==> config.mk <==
export PLATFORM = sky130hd
export DESIGN_NAME = branch_target_calc
export DESIGN_NICKNAME = d
export VERILOG_FILES = /design/src/rtl/brt_pkg.sv /design/src/rtl/brt_offset_sel.sv /design/src/rtl/brt_target_add.sv /design/src/rtl/brt_out_stage.sv /design/src/rtl/branch_target_calc.sv
export SDC_FILE = /design/constraint.sdc
export NUM_CORES = 1
export LEC_CHECK = 0
export BUFFER_PORTS_ARGS = -buffer_cell sky130_fd_sc_hd__buf_2
export CAP_MARGIN = 20
export CORE_ASPECT_RATIO = 0.7
export CORE_MARGIN = 3
export CORE_UTILIZATION = 51
export DETAILED_ROUTE_END_ITERATION = 7
export PLACE_DENSITY = 0.8
export SLEW_MARGIN = 10
export SYNTH_ARGS = -nofsm -noshare
export SYNTH_HDL_FRONTEND = slang
export SYNTH_SLANG_ARGS = --single-unit
==> constraint.sdc <==
create_clock -name clk -period 1.9 [get_ports clk]
set_input_delay 0.095 -clock clk [delete_from_list [all_inputs] [get_ports clk]]
set_output_delay 0.095 -clock clk [all_outputs]
set_load 0.02 [all_outputs]
==> src/rtl/brt_pkg.sv <==
package brt_pkg;
  localparam int ADDR_W        = 16;
  localparam int BYTE_W        = 8;
  localparam int FMT_W         = 3;
  localparam int LOOP_OFF_W    = BYTE_W + 1;

  localparam logic [FMT_W-1:0] FMT_SHORT   = 3'd0;
  localparam logic [FMT_W-1:0] FMT_LONG    = 3'd1;
  localparam logic [FMT_W-1:0] FMT_LOOP    = 3'd2;
  localparam logic [FMT_W-1:0] FMT_BITTEST = 3'd3;

  typedef struct packed {
    logic [ADDR_W-1:0] offset;
    logic [ADDR_W-1:0] target;
    logic [ADDR_W-1:0] next_pc;
    logic              error;
  } brt_result_t;
endpackage

==> src/rtl/brt_offset_sel.sv <==
module brt_offset_sel
  import brt_pkg::*;
#(
  parameter int AW = ADDR_W
) (
  input  logic [FMT_W-1:0]  fmt,
  input  logic [BYTE_W-1:0] off_hi,
  input  logic [BYTE_W-1:0] off_lo,
  input  logic              loop_sign,
  output logic [AW-1:0]     offset,
  output logic              bad_fmt
);
  localparam int WIDE_W = 2 * BYTE_W;

  logic signed [BYTE_W-1:0]     s_byte;
  logic signed [WIDE_W-1:0]     s_wide;
  logic signed [LOOP_OFF_W-1:0] s_loop;

  assign s_byte = $signed(off_lo);
  assign s_wide = $signed({off_hi, off_lo});
  assign s_loop = $signed({loop_sign, off_lo});

  always_comb begin
    bad_fmt = 1'b0;
    unique case (fmt)
      FMT_SHORT,
      FMT_BITTEST: offset = AW'(s_byte);
      FMT_LONG:    offset = AW'(s_wide);
      FMT_LOOP:    offset = AW'(s_loop);
      default: begin
        offset  = '0;
        bad_fmt = 1'b1;
      end
    endcase
  end
endmodule

==> src/rtl/brt_target_add.sv <==
module brt_target_add
  import brt_pkg::*;
#(
  parameter int AW = ADDR_W
) (
  input  logic [AW-1:0] base,
  input  logic [AW-1:0] offset,
  input  logic          taken,
  input  logic          bad_fmt,
  output logic [AW-1:0] target,
  output logic [AW-1:0] next_pc
);
  // Sum is truncated to AW bits: modulo 2^AW wrap.
  assign target  = base + offset;
  assign next_pc = (taken && !bad_fmt) ? target : base;
endmodule

==> src/rtl/brt_out_stage.sv <==
module brt_out_stage
  import brt_pkg::*;
(
  input  logic        clk,
  input  logic        rst_n,
  input  logic        up_valid,
  output logic        up_ready,
  input  brt_result_t up_data,
  output logic        dn_valid,
  input  logic        dn_ready,
  output brt_result_t dn_data
);
  assign up_ready = !dn_valid || dn_ready;

  always_ff @(posedge clk or negedge rst_n) begin
    if (!rst_n) begin
      dn_valid <= 1'b0;
      dn_data  <= '0;
    end else if (up_ready) begin
      dn_valid <= up_valid;
      if (up_valid) dn_data <= up_data;
    end
  end

  // a stalled result must not move
  p_hold_r9: assert property (@(posedge clk) disable iff (!rst_n)
    dn_valid && !dn_ready |=> dn_valid && $stable(dn_data));

  // an accepted request is presented on the next cycle
  p_accept_r9: assert property (@(posedge clk) disable iff (!rst_n)
    up_valid && up_ready |=> dn_valid && dn_data == $past(up_data));
endmodule

==> src/rtl/branch_target_calc.sv <==
module branch_target_calc
  import brt_pkg::*;
(
  input  logic              clk,
  input  logic              rst_n,
  input  logic              in_valid,
  output logic              in_ready,
  input  logic [FMT_W-1:0]  in_format,
  input  logic [ADDR_W-1:0] in_next_addr,
  input  logic [BYTE_W-1:0] in_off_hi,
  input  logic [BYTE_W-1:0] in_off_lo,
  input  logic              in_loop_sign,
  input  logic              in_taken,
  output logic              out_valid,
  input  logic              out_ready,
  output logic [ADDR_W-1:0] out_offset,
  output logic [ADDR_W-1:0] out_target,
  output logic [ADDR_W-1:0] out_next_pc,
  output logic              out_error
);
  logic [ADDR_W-1:0] c_offset, c_target, c_next_pc;
  logic              c_bad;
  brt_result_t       c_res, r_res;

  brt_offset_sel #(.AW(ADDR_W)) u_sel (
    .fmt(in_format), .off_hi(in_off_hi), .off_lo(in_off_lo),
    .loop_sign(in_loop_sign), .offset(c_offset), .bad_fmt(c_bad)
  );

  brt_target_add #(.AW(ADDR_W)) u_add (
    .base(in_next_addr), .offset(c_offset), .taken(in_taken),
    .bad_fmt(c_bad), .target(c_target), .next_pc(c_next_pc)
  );

  always_comb begin
    c_res.offset  = c_offset;
    c_res.target  = c_target;
    c_res.next_pc = c_next_pc;
    c_res.error   = c_bad;
  end

  brt_out_stage u_stage (
    .clk(clk), .rst_n(rst_n),
    .up_valid(in_valid), .up_ready(in_ready), .up_data(c_res),
    .dn_valid(out_valid), .dn_ready(out_ready), .dn_data(r_res)
  );

  assign out_offset  = r_res.offset;
  assign out_target  = r_res.target;
  assign out_next_pc = r_res.next_pc;
  assign out_error   = r_res.error;

  // an empty stage always accepts
  p_empty_ready_r10: assert property (@(posedge clk) disable iff (!rst_n)
    !out_valid |-> in_ready);

  // loop sign bit fills the upper offset bits
  p_loop_sign_r3: assert property (@(posedge clk) disable iff (!rst_n)
    in_valid && in_ready && in_format == FMT_LOOP |=>
      out_offset[ADDR_W-1:BYTE_W] == {(ADDR_W-BYTE_W){$past(in_loop_sign)}});

  // long offset bytes pass through high byte first
  p_long_bytes_r2: assert property (@(posedge clk) disable iff (!rst_n)
    in_valid && in_ready && in_format == FMT_LONG |=>
      out_offset[2*BYTE_W-1:0] == {$past(in_off_hi), $past(in_off_lo)});

  // an unused code never branches
  p_err_nobranch_r7: assert property (@(posedge clk) disable iff (!rst_n)
    out_valid && out_error |-> out_offset == '0 && out_next_pc == out_target);

  // zero offset lands on the following instruction
  p_zero_offset_r6: assert property (@(posedge clk) disable iff (!rst_n)
    out_valid && out_offset == '0 |-> out_next_pc == out_target);
endmodule

## Word level (Yosys, flattened, before mapping)

Cells that the tools add are included.

- Register bits after elaboration: 50
- Bits in latches: 0
- Bits in writable memories: 0
- Bits in read-only memories: 0
- Word-level logic and storage cells: 19
- Memories kept: 0

- Add/subtract/negate cells: 1
- Multipliers: 0
- Div/mod/pow operators: 0
- $lt $le $gt $ge: 0
- Eq/ne operators: 3
- Shift operators: 0
- Muxes and demuxes: 3
- Bitwise operators: 0
- Reduce and logical (&&, ||, !) cells: 7

Operators by type and width:

| kind | count |
|---|---|
| one-hot mux 16 bit (3 select lines) | 1 |
| adder 16 bit | 1 |
| 2-to-1 mux 16 bit | 1 |
| == test 3 x 2 -> 1 bit, second input constant | 2 |
| OR reduction 4 bit | 1 |
| == test 3 x 1 -> 1 bit, second input constant | 1 |
| zero test 3 bit | 1 |
| AND reduction 2 bit | 1 |
| OR reduction 2 bit | 1 |
| logical AND 1 bit | 1 |
| zero test 1 bit | 1 |
| logical OR 1 bit | 1 |
| 2-to-1 mux 1 bit | 1 |

## Logic depth before layout (Yosys ltp)

Gate-level depths: netlist (run 1).

- Depth in word-level cells: 5
- Gate-level depth with buffers: 14
- Depth with buffers taken out: 11

## By module

A second synthesis (run 1) with hierarchy kept.

- Cell total of the unflattened synthesis: 316
- Area total of the unflattened synthesis: 3427.0 um^2

By module, submodules not included:

| module | instances | cells each | area each (um^2) | sequential area each (um^2) |
|---|---|---|---|---|
| brt_out_stage | 1 | 107 | 1909.3 | 1251.2 |
| brt_target_add | 1 | 175 | 1228.7 | 0.0 |
| brt_offset_sel | 1 | 34 | 289.0 | 0.0 |

## Worst setup path before layout (run 1)

No wires, ideal clock.

- Kind: input to register
- From: in in_format[2]
- To: reg u_stage.dn_data[31] (netlist bit)
- Library setup time: 0.082 ns
- Arrival: 2.441 ns
- Slack: -0.623 ns
- Cell stages on the path: 11
- Cells stage by stage: clkbuf_1 -> clkbuf_1 -> nand2b_1 -> fa_1 -> nand2b_1 -> a21oi_2 -> nor3_2 -> o31ai_4 -> a31oi_1 -> or3_1 -> a31oi_1

- Longest elaborated chain between the ends: 4
- Elaborated cells between the ends (all ways): 7
- Classes of those cells: add/sub (1); eq/ne (3); mux (1); reduce/logical (2)

Ends and longest elaborated chain:

| item | line | source |
|---|---|---|
| start, declared | branch_target_calc.sv:8 | `input logic [FMT_W-1:0] in_format,` |
| == test 3 x 2 -> 1 bit / zero test 3 bit (equally long branches) | brt_offset_sel.sv:25 | `unique case (fmt)` |
| OR reduction 2 bit | brt_offset_sel.sv:25 |  |
| one-hot mux 16 bit (3 select lines) (*) | brt_offset_sel.sv:25 |  |
| adder 16 bit (*) | brt_target_add.sv:14 | `assign target = base + offset;` |
| end signal, assigned | brt_out_stage.sv:21 | `if (up_valid) dn_data <= up_data;` |
| end, declared | brt_out_stage.sv:11 | `output brt_result_t dn_data` |

Every way passes the cells marked *; elsewhere a longest branch is shown, timed or not.
A chain may end at the register's enable or synchronous reset.

## Final worst setup path (run 1)

- From: in in_format[0]
- To: reg u_stage.dn_data[16] (netlist bit)

- Longest elaborated chain between the ends: 5
- Elaborated cells between the ends (all ways): 10
- Classes of those cells: add/sub (1); eq/ne (3); mux (2); reduce/logical (4)

Ends and longest elaborated chain:

| item | line | source |
|---|---|---|
| == test 3 x 2 -> 1 bit / zero test 3 bit (equally long branches) | brt_offset_sel.sv:25 |  |
| OR reduction 2 bit | brt_offset_sel.sv:25 |  |
| one-hot mux 16 bit (3 select lines) (*) | brt_offset_sel.sv:25 |  |
| net c_offset[12] | branch_target_calc.sv:21 | `logic [ADDR_W-1:0] c_offset, c_target, c_next_pc;` |
| adder 16 bit (*) | brt_target_add.sv:14 |  |
| 2-to-1 mux 16 bit (*) | brt_target_add.sv:15 | `assign next_pc = (taken && !bad_fmt) ? target : base;` |

Mark *: on every way through the listed nets, which the timed path passes. The rest lies on a longest branch.

==> impl_metrics.toml, run 1 <==
[outcome]
outcome = "complete, but fails checks"
failed_checks = "negative setup slack"

[clock_tree]
clockRootBuffer = "sky130_fd_sc_hd__clkbuf_8"
clk_pin_slew_ns = 0.09
cts.sink_count = 50
clk-insertion-delay-late_ns = 0.31
cts_buffers = 5
htree_num_levels = 2
cts_tree = "done"
cts-root-to-sink-buffers = 2

[synth]
yosys.area.top_type = "sky130_fd_sc_hd__dfrtp_1"
yosysSeqAreaShare = 0.423
syn_avg_cell_area_sq_um = 8.62
syn_nets = 400
post_synth_and_or_nand_nor_area_fraction = 0.217
post_synth_edffs = 0
synth_most_common_cell = "sky130_fd_sc_hd__nand2_1"
async_reset_ff_frac = 1.00
synth_flop_cell = "sky130_fd_sc_hd__dfrtp_1"
netlist_instances = 343
synth.top_cells.by_area = "sky130_fd_sc_hd__dfrtp_1 (42%), sky130_fd_sc_hd__nand2_1 (11%), sky130_fd_sc_hd__ha_1 (6.3%)"
synthesis.yosys.warnings = 0
post_synth_instance_area_sq_um = 2960
synthDominantCellAreaShare = 0.423
synth_top_cells_by_count = "sky130_fd_sc_hd__nand2_1 (90), sky130_fd_sc_hd__dfrtp_1 (50), sky130_fd_sc_hd__a21oi_1 (28)"
synth_adder_area_share = 0.0702
synth.mux.area_fraction = 0.0339
post_synth_xor_area_fraction = 0.0415
synth.ff_latch_count = 50
dominant_combinational_cell_family_by_area_after_synthesis = "simple AND/OR/NAND/NOR gates"
synth-compound-area-share = 0.176
ys_types = 47

[timing]
timing.max_slew.rel_slack = 0.585
hold_viol_final = 0
tightestPinTransition_ns = 0.623
maxSlewViolCount = 0
timing.fmax_mhz = 474
layout_min_cycle_time_ns = 2.11
layout_worst_path_cycle_share = 1.11
setup_repair_after_global_routing_missed_its_margin = "true"
report.final.setup_viol = 10
final.setup_skew_ns = 0.00954
setup_slack_ns = -0.209

[finish]
flow.area_growth_from_synthesis_pct = 52.7
layout-drive-gt1-share = 0.474
design.final.nets = 546
antenna_cells_inserted = 0

[setup_path]
slowest_delay_ns = 0.25
r2r-start = "u_stage.dn_valid$_DFFE_PN0N_"
startpoint_type = "input pin"
crit_path_cell_trace = "buf_12 > nand2b_4 > a21o_1 > a21oi_4 > ha_4 > a21oi_2 > o21bai_4 > a21oi_2 > mux2i_2 > o31ai_4 > xor2_1 > o21ai_1"
worst_setup_path_endpoint = "u_stage.dn_data[16]$_DFFE_PN0P_"
timing.critical_path.arrival_ns = 2.31
crit_slowest_cell = "sky130_fd_sc_hd__o31ai_4"
worstRegToRegCells = 6
crit_fanout = 8
setup.reg_to_reg.worst_slack_ns = 0.39
worst_setup_path_startpoint = "in_format[0]"
cp_common_cell = "sky130_fd_sc_hd__a21oi_2"
worstPathRequired_ns = 2.10
setup.worst_path.end_class = "register"
r2r_end = "u_stage.dn_data[15]$_DFFE_PN0P_"
setup.worst_path.class = "input pin to register"

[placed_design]
port_buffers = 91
dp_hpwl_microns = 6420
preCtsSetupSlack_ns = -0.590
place.gp.congestion = 0.936

[power]
cellPowerDensity_nw_per_um2 = 803
power.total_mw = 3.63
ir_drop_uv = 567
p_leak_nw = 2.26

[global_route]
use_met2 = 0.431
grt_use_met3 = 0.0714
gr-usage-met1 = 0.420
grt_max_degree = 51
first_global_vias = 3063
track_usage = 0.297
final_global_route_overflow_total = 0
antenna_found_initial = 0
grt.busiest_layer = "met2"
grt_first_pass_wirelength_microns = 16200

[routing]
post_route_ant_nets = 0
remaining_drc_errors = 0
wire_per_inst_microns = 21.5
postRouteWirelength_microns = 12000
avgViaCountPerCell = 6.30
drt_iter0_markers = 405
detailroute.via_count = 3533
drt_pre_antenna_iters = 6

[min_path]
hold_class = "input pin to register"
min_path_cells = 2
worstHoldStart = "in_valid"

[die]
initial_core_util = 0.545
row_count = 22
fp.dieH_microns = 69.7
core_sq_um = 5420
die_area_sq_um = 6760
die_x_microns = 97.0
pin_count = 92

[run]
maxCapViolations = 0
## metrics by stage
stage          setup TNS, ns   util  hold slack, ns  cells  cell area, sq um
4_1_cts               -0.212  0.792          0.0211    556              4300
6_report               -1.12  0.833         0.00599    561              4520
5_1_grt                -1.99  0.833          0.0189    561              4520
2_1_floorplan          -1.67      -          -0.201    343              3070
3_5_place_dp           -6.31  0.726           0.238    542              3940
3_3_place_gp           -4.93  0.726           0.229    542              3940
## state kept, by name (all words and copies together), names as in the netlist
name / flops
u_stage.dn_valid: 1
u_stage.dn_data: 49
## cell families (layout without fill, tap and decap cells)
family                     Yosys count  count (layout)
and+or+nand+nor                    145             145
AOI/OAI and AO/OA                   83              83
DFF                                 50              50
buffers and inverters               26             172
adders and majority gates           16              16
xor gates and xnor gates            14              14
muxes                                9               9
## layout make-up
type                    count  area [sq um]
flip-flops and latches     50          1250
fillers                   286           907
inverters                   7          26.3
well taps                  72          90.1
clock inverters             1          30.0
repair buffers            158          1040
multi-input cells         267          2000
clock buffers               6          82.6
## power breakdown
| group | switching (mW) | internal (mW) | total, mW |
|---|---|---|---|
| clock network | 0.369 | 0.422 | 0.791 |
| registers | 0.103 | 1.23 | 1.34 |
| logic | 0.888 | 0.611 | 1.50 |
| total | 1.36 | 2.27 | 3.63 |
## routing by layer
metal | wire, microns | vias up
li1 | - | 1452
met1 | 4650 | 1629
met2 | 5110 | 355
met3 | 1420 | 97
met4 | 869 | 0
met5 | 0 | -
## critical path, delay by kind of cell
family / cells / cell delay, ns
simple gates: 1 / 0.18
xor+xnor: 1 / 0.19
buf+inv: 1 / 0.11
mux: 1 / 0.16
compound gates: 7 / 1.32
fa+ha+maj: 1 / 0.23
## layout by cell type (no fill, tap or decap), types with 3 or more instances in the layout
master and instances:
sky130_fd_sc_hd__a21o_1 11, sky130_fd_sc_hd__a21oi_1 13, sky130_fd_sc_hd__a21oi_2 12, sky130_fd_sc_hd__a21oi_4 5, sky130_fd_sc_hd__a31oi_1 5, sky130_fd_sc_hd__buf_12 4
sky130_fd_sc_hd__buf_2 87, sky130_fd_sc_hd__buf_4 62, sky130_fd_sc_hd__buf_6 3, sky130_fd_sc_hd__clkbuf_8 6, sky130_fd_sc_hd__dfrtp_1 50, sky130_fd_sc_hd__ha_1 7
sky130_fd_sc_hd__ha_4 8, sky130_fd_sc_hd__inv_1 4, sky130_fd_sc_hd__inv_2 3, sky130_fd_sc_hd__mux2_2 7, sky130_fd_sc_hd__nand2_1 88, sky130_fd_sc_hd__nand2b_1 4
sky130_fd_sc_hd__nand2b_4 3, sky130_fd_sc_hd__nand3_1 3, sky130_fd_sc_hd__nand4_1 3, sky130_fd_sc_hd__nor2_1 18, sky130_fd_sc_hd__nor2b_1 5, sky130_fd_sc_hd__o21ai_0 16
sky130_fd_sc_hd__o21ai_1 3, sky130_fd_sc_hd__xnor2_1 4, sky130_fd_sc_hd__xor2_1 8
## worst min path at each step
stage                                                 end  slack (ns)
after floorplan            u_stage.dn_data[0]$_DFFE_PN0P_       -0.20
after global placement    u_stage.dn_data[18]$_DFFE_PN0P_        0.23
after detailed placement   u_stage.dn_data[5]$_DFFE_PN0P_        0.24
after CTS                    u_stage.dn_valid$_DFFE_PN0N_        0.02
after global routing         u_stage.dn_valid$_DFFE_PN0N_        0.02
final                        u_stage.dn_valid$_DFFE_PN0N_       0.006
## what timing repair did
item	in CTS	in global routing
resized for setup	30	35
setup buffers	7	7
pin swaps	19	28
endpoints found under the setup margin	10	16
hold buffers	1	0
hold endpoints to repair	50	0
(Power assumes the default switching activity.)
==> run 2: changes to the inputs <==
--- a/config.mk
+++ b/config.mk
@@ -9,10 +9,12 @@
 export CAP_MARGIN = 20
 export CORE_ASPECT_RATIO = 0.7
 export CORE_MARGIN = 3
-export CORE_UTILIZATION = 51
+export CORE_UTILIZATION = 53
 export DETAILED_ROUTE_END_ITERATION = 7
+export GPL_TIMING_DRIVEN = 0
 export PLACE_DENSITY = 0.8
 export SLEW_MARGIN = 10
 export SYNTH_ARGS = -nofsm -noshare
 export SYNTH_HDL_FRONTEND = slang
+export SYNTH_HIERARCHICAL = 1
 export SYNTH_SLANG_ARGS = --single-unit
==> impl_metrics.toml, run 2 <==
[synth]
post_synth_edffs = 0
syn_nets = 373
ys_types = 59
synthesis.yosys.warnings = 6
syn_avg_cell_area_sq_um = 10.8
yosys.area.top_type = "sky130_fd_sc_hd__dfrtp_1"
synth.ff_latch_count = 50
synth_most_common_cell = "sky130_fd_sc_hd__dfrtp_1"
synth_top_cells_by_count = "sky130_fd_sc_hd__dfrtp_1 (50), sky130_fd_sc_hd__mux2_2 (44), sky130_fd_sc_hd__nand2_1 (34)"
async_reset_ff_frac = 1.00
post_synth_instance_area_sq_um = 3430
yosysSeqAreaShare = 0.365
synth_flop_cell = "sky130_fd_sc_hd__dfrtp_1"
synthDominantCellAreaShare = 0.365
synth.top_cells.by_area = "sky130_fd_sc_hd__dfrtp_1 (37%), sky130_fd_sc_hd__mux2_2 (14%), sky130_fd_sc_hd__ha_1 (5.5%)"
netlist_instances = 316

[placed_design]
place.gp.congestion = 0.875
port_buffers = 90
preCtsSetupSlack_ns = -1.05
post_dp_cell_area_sq_um = 4060
dp_hpwl_microns = 6590

[setup_path]
worst_setup_path_endpoint = "u_stage/dn_data[15]$_DFFE_PN0P_"
setup.reg_to_reg.worst_slack_ns = 0.53
worstRegToRegCells = 5
r2r_end = "u_stage/dn_data[39]$_DFFE_PN0P_"
crit_fanout = 6
startpoint_type = "input pin"
setup.worst_path.end_class = "register"
worstPathRequired_ns = 2.09
setup.worst_path.class = "input pin to register"
worst_setup_path_startpoint = "in_format[1]"
r2r-start = "u_stage/dn_valid$_DFFE_PN0P_"
timing.critical_path.arrival_ns = 2.57

[timing]
report.final.setup_viol = 22
layout_min_cycle_time_ns = 2.37
tightestPinTransition_ns = 0.707
setup_repair_after_global_routing_missed_its_margin = "true"
setup_slack_ns = -0.475
final.setup.tns_ns = -6.40
maxSlewViolCount = 0
layout_worst_path_cycle_share = 1.25
timing.fmax_mhz = 421
timing.max_slew.rel_slack = 0.528
hold_viol_final = 0
final.setup_skew_ns = 0.00419

[clock_tree]
clockRootBuffer = "sky130_fd_sc_hd__clkbuf_8"
cts_tree = "done"
cts-root-to-sink-buffers = 2
clk-insertion-delay-late_ns = 0.30
htree_num_levels = 2
cts_buffers = 5
clk_pin_slew_ns = 0.09
cts.sink_count = 50

[global_route]
grt_first_pass_wirelength_microns = 16100
antenna_found_initial = 0
final_global_route_overflow_total = 0
track_usage = 0.278
first_global_vias = 3277
grt_max_degree = 51

[routing]
avgViaCountPerCell = 6.19
postRouteWirelength_microns = 11800
remaining_drc_errors = 0
drt_iter0_markers = 320
post_route_ant_nets = 0
wire_per_inst_microns = 21.9
drt_pre_antenna_iters = 5
detailroute.via_count = 3345

[min_path]
hold_class = "input pin to register"
worstHoldStart = "in_valid"

[power]
cell_internal_pwr_mw = 2.49
cellPowerDensity_nw_per_um2 = 772
logic_pwr_share = 0.485
p_leak_nw = 2.46
p_sw_frac = 0.376
netSwitchingPower_mw = 1.50
power.total_mw = 3.99
power_frac_seq = 0.354
p_clk_frac = 0.162
ir_drop_uv = 472

[finish]
final_area_sq_um = 5160
flow.area_growth_from_synthesis_pct = 50.6
layout_common_cells = "sky130_fd_sc_hd__buf_2 (92), sky130_fd_sc_hd__dfrtp_1 (50), sky130_fd_sc_hd__buf_4 (41)"
regMostFlops = "u_stage/dn_data"
largest_reg_flops = 49
filler_cell_count = 289
layout-drive-gt1-share = 0.641
top_regs = "u_stage/dn_data x49, u_stage/dn_valid x1"
antenna_cells_inserted = 0
design.final.nets = 521
layout_commonest_cell = "sky130_fd_sc_hd__buf_2"
layout.core_utilization = 0.862

[die]
initial_core_util = 0.573
row_count = 23
core_sq_um = 5990
pin_count = 92
die_x_microns = 102
die_area_sq_um = 7480
fp.dieH_microns = 73.3

[outcome]
outcome = "complete, but fails checks"
failed_checks = "negative setup slack"

[run]
maxCapViolations = 0
run 2: worst min-delay path by stage:
stage | to | slack, ns | cells after the start
floorplan | u_stage/dn_data[0]$_DFFE_PN0P_ | -0.20 | 0
detailed placement | u_stage/dn_valid$_DFFE_PN0P_ | 0.34 | 2
finish | u_stage/dn_valid$_DFFE_PN0P_ | 0.03 | 2
global route | u_stage/dn_valid$_DFFE_PN0P_ | 0.02 | 2
CTS | u_stage/dn_valid$_DFFE_PN0P_ | 0.03 | 2
global placement | u_stage/dn_valid$_DFFE_PN0P_ | 0.33 | 2
run 2: layout make-up:
| type | instances | area (sq um) | area share |
|---|---|---|---|
| clock buffers | 7 | 86.3 | 0.0167 |
| clock inverters | 1 | 5.00 | 0.000970 |
| well taps | 75 | 93.8 | 0.0182 |
| inverters | 3 | 11.3 | 0.00218 |
| flip-flops and latches | 50 | 1250 | 0.242 |
| multi-input cells | 241 | 2610 | 0.505 |
| repair buffers | 145 | 950 | 0.184 |
| plain buffers | 18 | 158 | 0.0305 |
run 2: power by group through the flow:
stage / combinational, mW / clock [mW] / sequential [mW]
final: 1.93 / 0.645 / 1.41
after global routing: 2.03 / 0.711 / 1.44
after CTS: 1.69 / 0.652 / 1.40
after global placement: 1.41 / 0 / 1.40
after detailed placement: 1.44 / 0 / 1.42
after floorplan: 0.705 / 0 / 1.69
run 2: cell families (layout without fill, tap and decap cells):
kind of cell	after synthesis	after routing	share of synthesized area
AO/OA/AOI/OAI	68	68	0.145
XOR/XNOR	14	14	0.0398
adder cells (fa/ha/maj)	16	16	0.0606
buffers and inverters	25	174	0.0453
flip-flops	50	50	0.365
multiplexers	63	63	0.220
AND/OR/NAND/NOR	80	80	0.124
run 2: through the flow:
stage | hold slack (ns) | instances
2_1_floorplan | -0.201 | 316
3_3_place_gp | 0.333 | 481
3_5_place_dp | 0.340 | 481
4_1_cts | 0.0263 | 526
5_1_grt | 0.0231 | 540
6_report | 0.0281 | 540
run 2: per-layer routing:
| metal | up-vias | track usage | routed length, microns |
|---|---|---|---|
| li1 | 1457 | - | - |
| met1 | 1646 | 0.345 | 4660 |
| met2 | 202 | 0.488 | 5860 |
| met3 | 40 | 0.0607 | 964 |
| met4 | 0 | 0.0801 | 369 |
| met5 | - | 0 | 0 |
run 2: what timing repair did:
action | 4_1_cts | 5_1_grt
resized for setup | 70 | 54
buffers inserted | 39 | 16
endpoints found under the setup margin | 22 | 22
endpoints found under the hold margin | 0 | 50
pin swaps | 38 | 36
hold buffers | 0 | 1
run 2: worst max-delay path, stage by stage:
cell,delay (ns)
sky130_fd_sc_hd__buf_8,0.08
sky130_fd_sc_hd__buf_12,0.11
sky130_fd_sc_hd__mux2i_4,0.35
sky130_fd_sc_hd__o22ai_2,0.13
sky130_fd_sc_hd__ha_1,0.34
sky130_fd_sc_hd__buf_6,0.14
sky130_fd_sc_hd__a21o_4,0.21
sky130_fd_sc_hd__a31o_4,0.21
sky130_fd_sc_hd__a221oi_4,0.33
sky130_fd_sc_hd__buf_4,0.18
sky130_fd_sc_hd__o311ai_2,0.09
sky130_fd_sc_hd__mux2_4,0.29
==> run 3: changes to the inputs <==
--- a/config.mk
+++ b/config.mk
@@ -12,6 +12,7 @@
 export CORE_UTILIZATION = 53
 export DETAILED_ROUTE_END_ITERATION = 7
 export GPL_TIMING_DRIVEN = 0
+export HOLD_SLACK_MARGIN = 0.15
 export PLACE_DENSITY = 0.8
 export SLEW_MARGIN = 10
 export SYNTH_ARGS = -nofsm -noshare
==> impl_metrics.toml, run 3 (synthesis gave the netlist of run 2 again) <==
[outcome]
outcome = "complete, but fails checks"
failed_checks = "negative setup slack"

[placed_design]
dp_hpwl_microns = 6590
place.gp.congestion = 0.875
port_buffers = 90
post-place-cells = 481

[finish]
finish.cell_count_without_fillers = 547
regMostFlops = "u_stage/dn_data"
design.final.nets = 528
top_regs = "u_stage/dn_data x49, u_stage/dn_valid x1"
antenna_cells_inserted = 0
layout-drive-gt1-share = 0.646
flow.area_growth_from_synthesis_pct = 53.3
layout_commonest_cell = "sky130_fd_sc_hd__buf_2"
filler_cell_count = 259
largest_reg_flops = 49
layout_common_cells = "sky130_fd_sc_hd__buf_2 (92), sky130_fd_sc_hd__dfrtp_1 (50), sky130_fd_sc_hd__buf_4 (44)"

[routing]
detailroute.via_count = 3534
route.met2.wl_microns = 6240
wire_per_inst_microns = 23.8
drt_pre_antenna_iters = 5
drt_iter0_markers = 306
postRouteWirelength_microns = 13000
route.layer.met1.wl_microns = 4750
top_layer_used = "met4"
avgViaCountPerCell = 6.46
dr_wl_met3_microns = 1270
remaining_drc_errors = 0
post_route_ant_nets = 0

[clock_tree]
clk-insertion-delay-late_ns = 0.30
cts_tree = "done"
clockRootBuffer = "sky130_fd_sc_hd__clkbuf_8"
cts-root-to-sink-buffers = 2
cts.sink_count = 50
cts_buffers = 5
htree_num_levels = 2
clk_pin_slew_ns = 0.10

[setup_path]
startpoint_type = "input pin"
slowest_delay_ns = 0.35
worstPathRequired_ns = 2.09
crit_fanout = 6
crit_slowest_cell = "sky130_fd_sc_hd__mux2i_4"
crit_path_cell_trace = "buf_8 > buf_12 > mux2i_4 > o22ai_2 > ha_1 > buf_6 > a21o_4 > a21oi_1 > nand2_1 > a311oi_2 > o31ai_1 > mux2_2"
timing.critical_path.arrival_ns = 2.61
setup.worst_path.end_class = "register"
setup.worst_path.class = "input pin to register"

[power]
cellPowerDensity_nw_per_um2 = 774
p_leak_nw = 2.51
ir_drop_uv = 551

[timing]
report.final.setup_viol = 22
hold_viol_final = 0
timing.fmax_mhz = 414
tightestPinTransition_ns = 0.751
holdWs_ns = 0.183
layout_worst_path_cycle_share = 1.27
final.setup.tns_ns = -7.58
timing.max_slew.rel_slack = 0.499
layout_min_cycle_time_ns = 2.42
setup_repair_after_global_routing_missed_its_margin = "true"
setup_slack_ns = -0.516
final.setup_skew_ns = 0.00515
maxSlewViolCount = 0

[global_route]
grt_first_pass_wirelength_microns = 16300
antenna_found_initial = 0
grt_max_degree = 51
track_usage = 0.280
final_global_route_overflow_total = 0
first_global_vias = 3310

[die]
fp.dieH_microns = 73.3
initial_core_util = 0.573
die_x_microns = 102
core_sq_um = 5990
pin_count = 92
die_area_sq_um = 7480
row_count = 23

[min_path]
hold_class = "input pin to register"

[run]
maxCapViolations = 0
## run 3: layer usage
| metal | track usage | up-vias |
|---|---|---|
| met1 | 0.346 | 1724 |
| met3 | 0.0607 | 77 |
| met4 | 0.0830 | 0 |
| li1 | - | 1465 |
| met2 | 0.493 | 268 |
| met5 | 0 | - |
## run 3: stage by stage
stage          instance area (sq um)  setup WS [ns]  power (mW)  utilization
4_1_cts                         4810         -0.409        3.75        0.803
5_1_grt                         5250         -0.574        4.23        0.878
2_1_floorplan                   3520         -0.550        2.40            -
3_5_place_dp                    4060          -1.05        2.85        0.679
6_report                        5250         -0.516        4.07        0.878
3_3_place_gp                    4060          -1.02        2.81        0.679
## run 3: path summary, 6_finish.rpt
kind / from / to / slack [ns] / cells past startpoint
worst max-delay path: in_format[1] / u_stage/dn_data[13]$_DFFE_PN0P_ / -0.52 / 12
worst min-delay path: in_next_addr[3] / u_stage/dn_data[4]$_DFFE_PN0P_ / 0.18 / 4
worst max register to register: u_stage/dn_valid$_DFFE_PN0P_ / u_stage/dn_data[36]$_DFFE_PN0P_ / 0.50 / 5
worst min register to register: u_stage/dn_data[48]$_DFFE_PN0P_ / u_stage/dn_data[48]$_DFFE_PN0P_ / 0.51 / 1
max in group asynchronous: rst_n / u_stage/dn_data[17]$_DFFE_PN0P_ / 1.10 / 2
min in group asynchronous: rst_n / u_stage/dn_data[26]$_DFFE_PN0P_ / 0.37 / 2
## run 3: power by group
group	switching [mW]	total [mW]	internal, mW	leakage (nW)
logic	1.07	2.00	0.933	1.86
registers	0.125	1.41	1.29	0.606
clock network	0.358	0.653	0.295	0.0482
total	1.55	4.07	2.51	2.51
## run 3: area by class of cell
cell class                 instances  area [sq um]  area share
sequential                        50          1250       0.238
multi-input combinational        241          2630       0.501
clock buffer                       7          86.3      0.0164
timing repair buffer             152          1010       0.193
buffer                            18           158      0.0300
tap                               75          93.8      0.0179
clock inverter                     1          5.00    0.000953
inverter                           3          11.3     0.00214
## run 3: critical path, delay by kind of cell
family	cells	cell delay, ns
mux	2	0.65
buf+inv	3	0.34
fa+ha+maj	1	0.34
simple gates	1	0.13
compound gates	5	1.05
## run 3: repair_timing
item,in CTS,in global routing
endpoints found under the setup margin,22,22
setup buffers,39,23
endpoints found under the hold margin,51,0
pin swaps,38,39
gates resized for setup,70,61
hold buffers,3,0
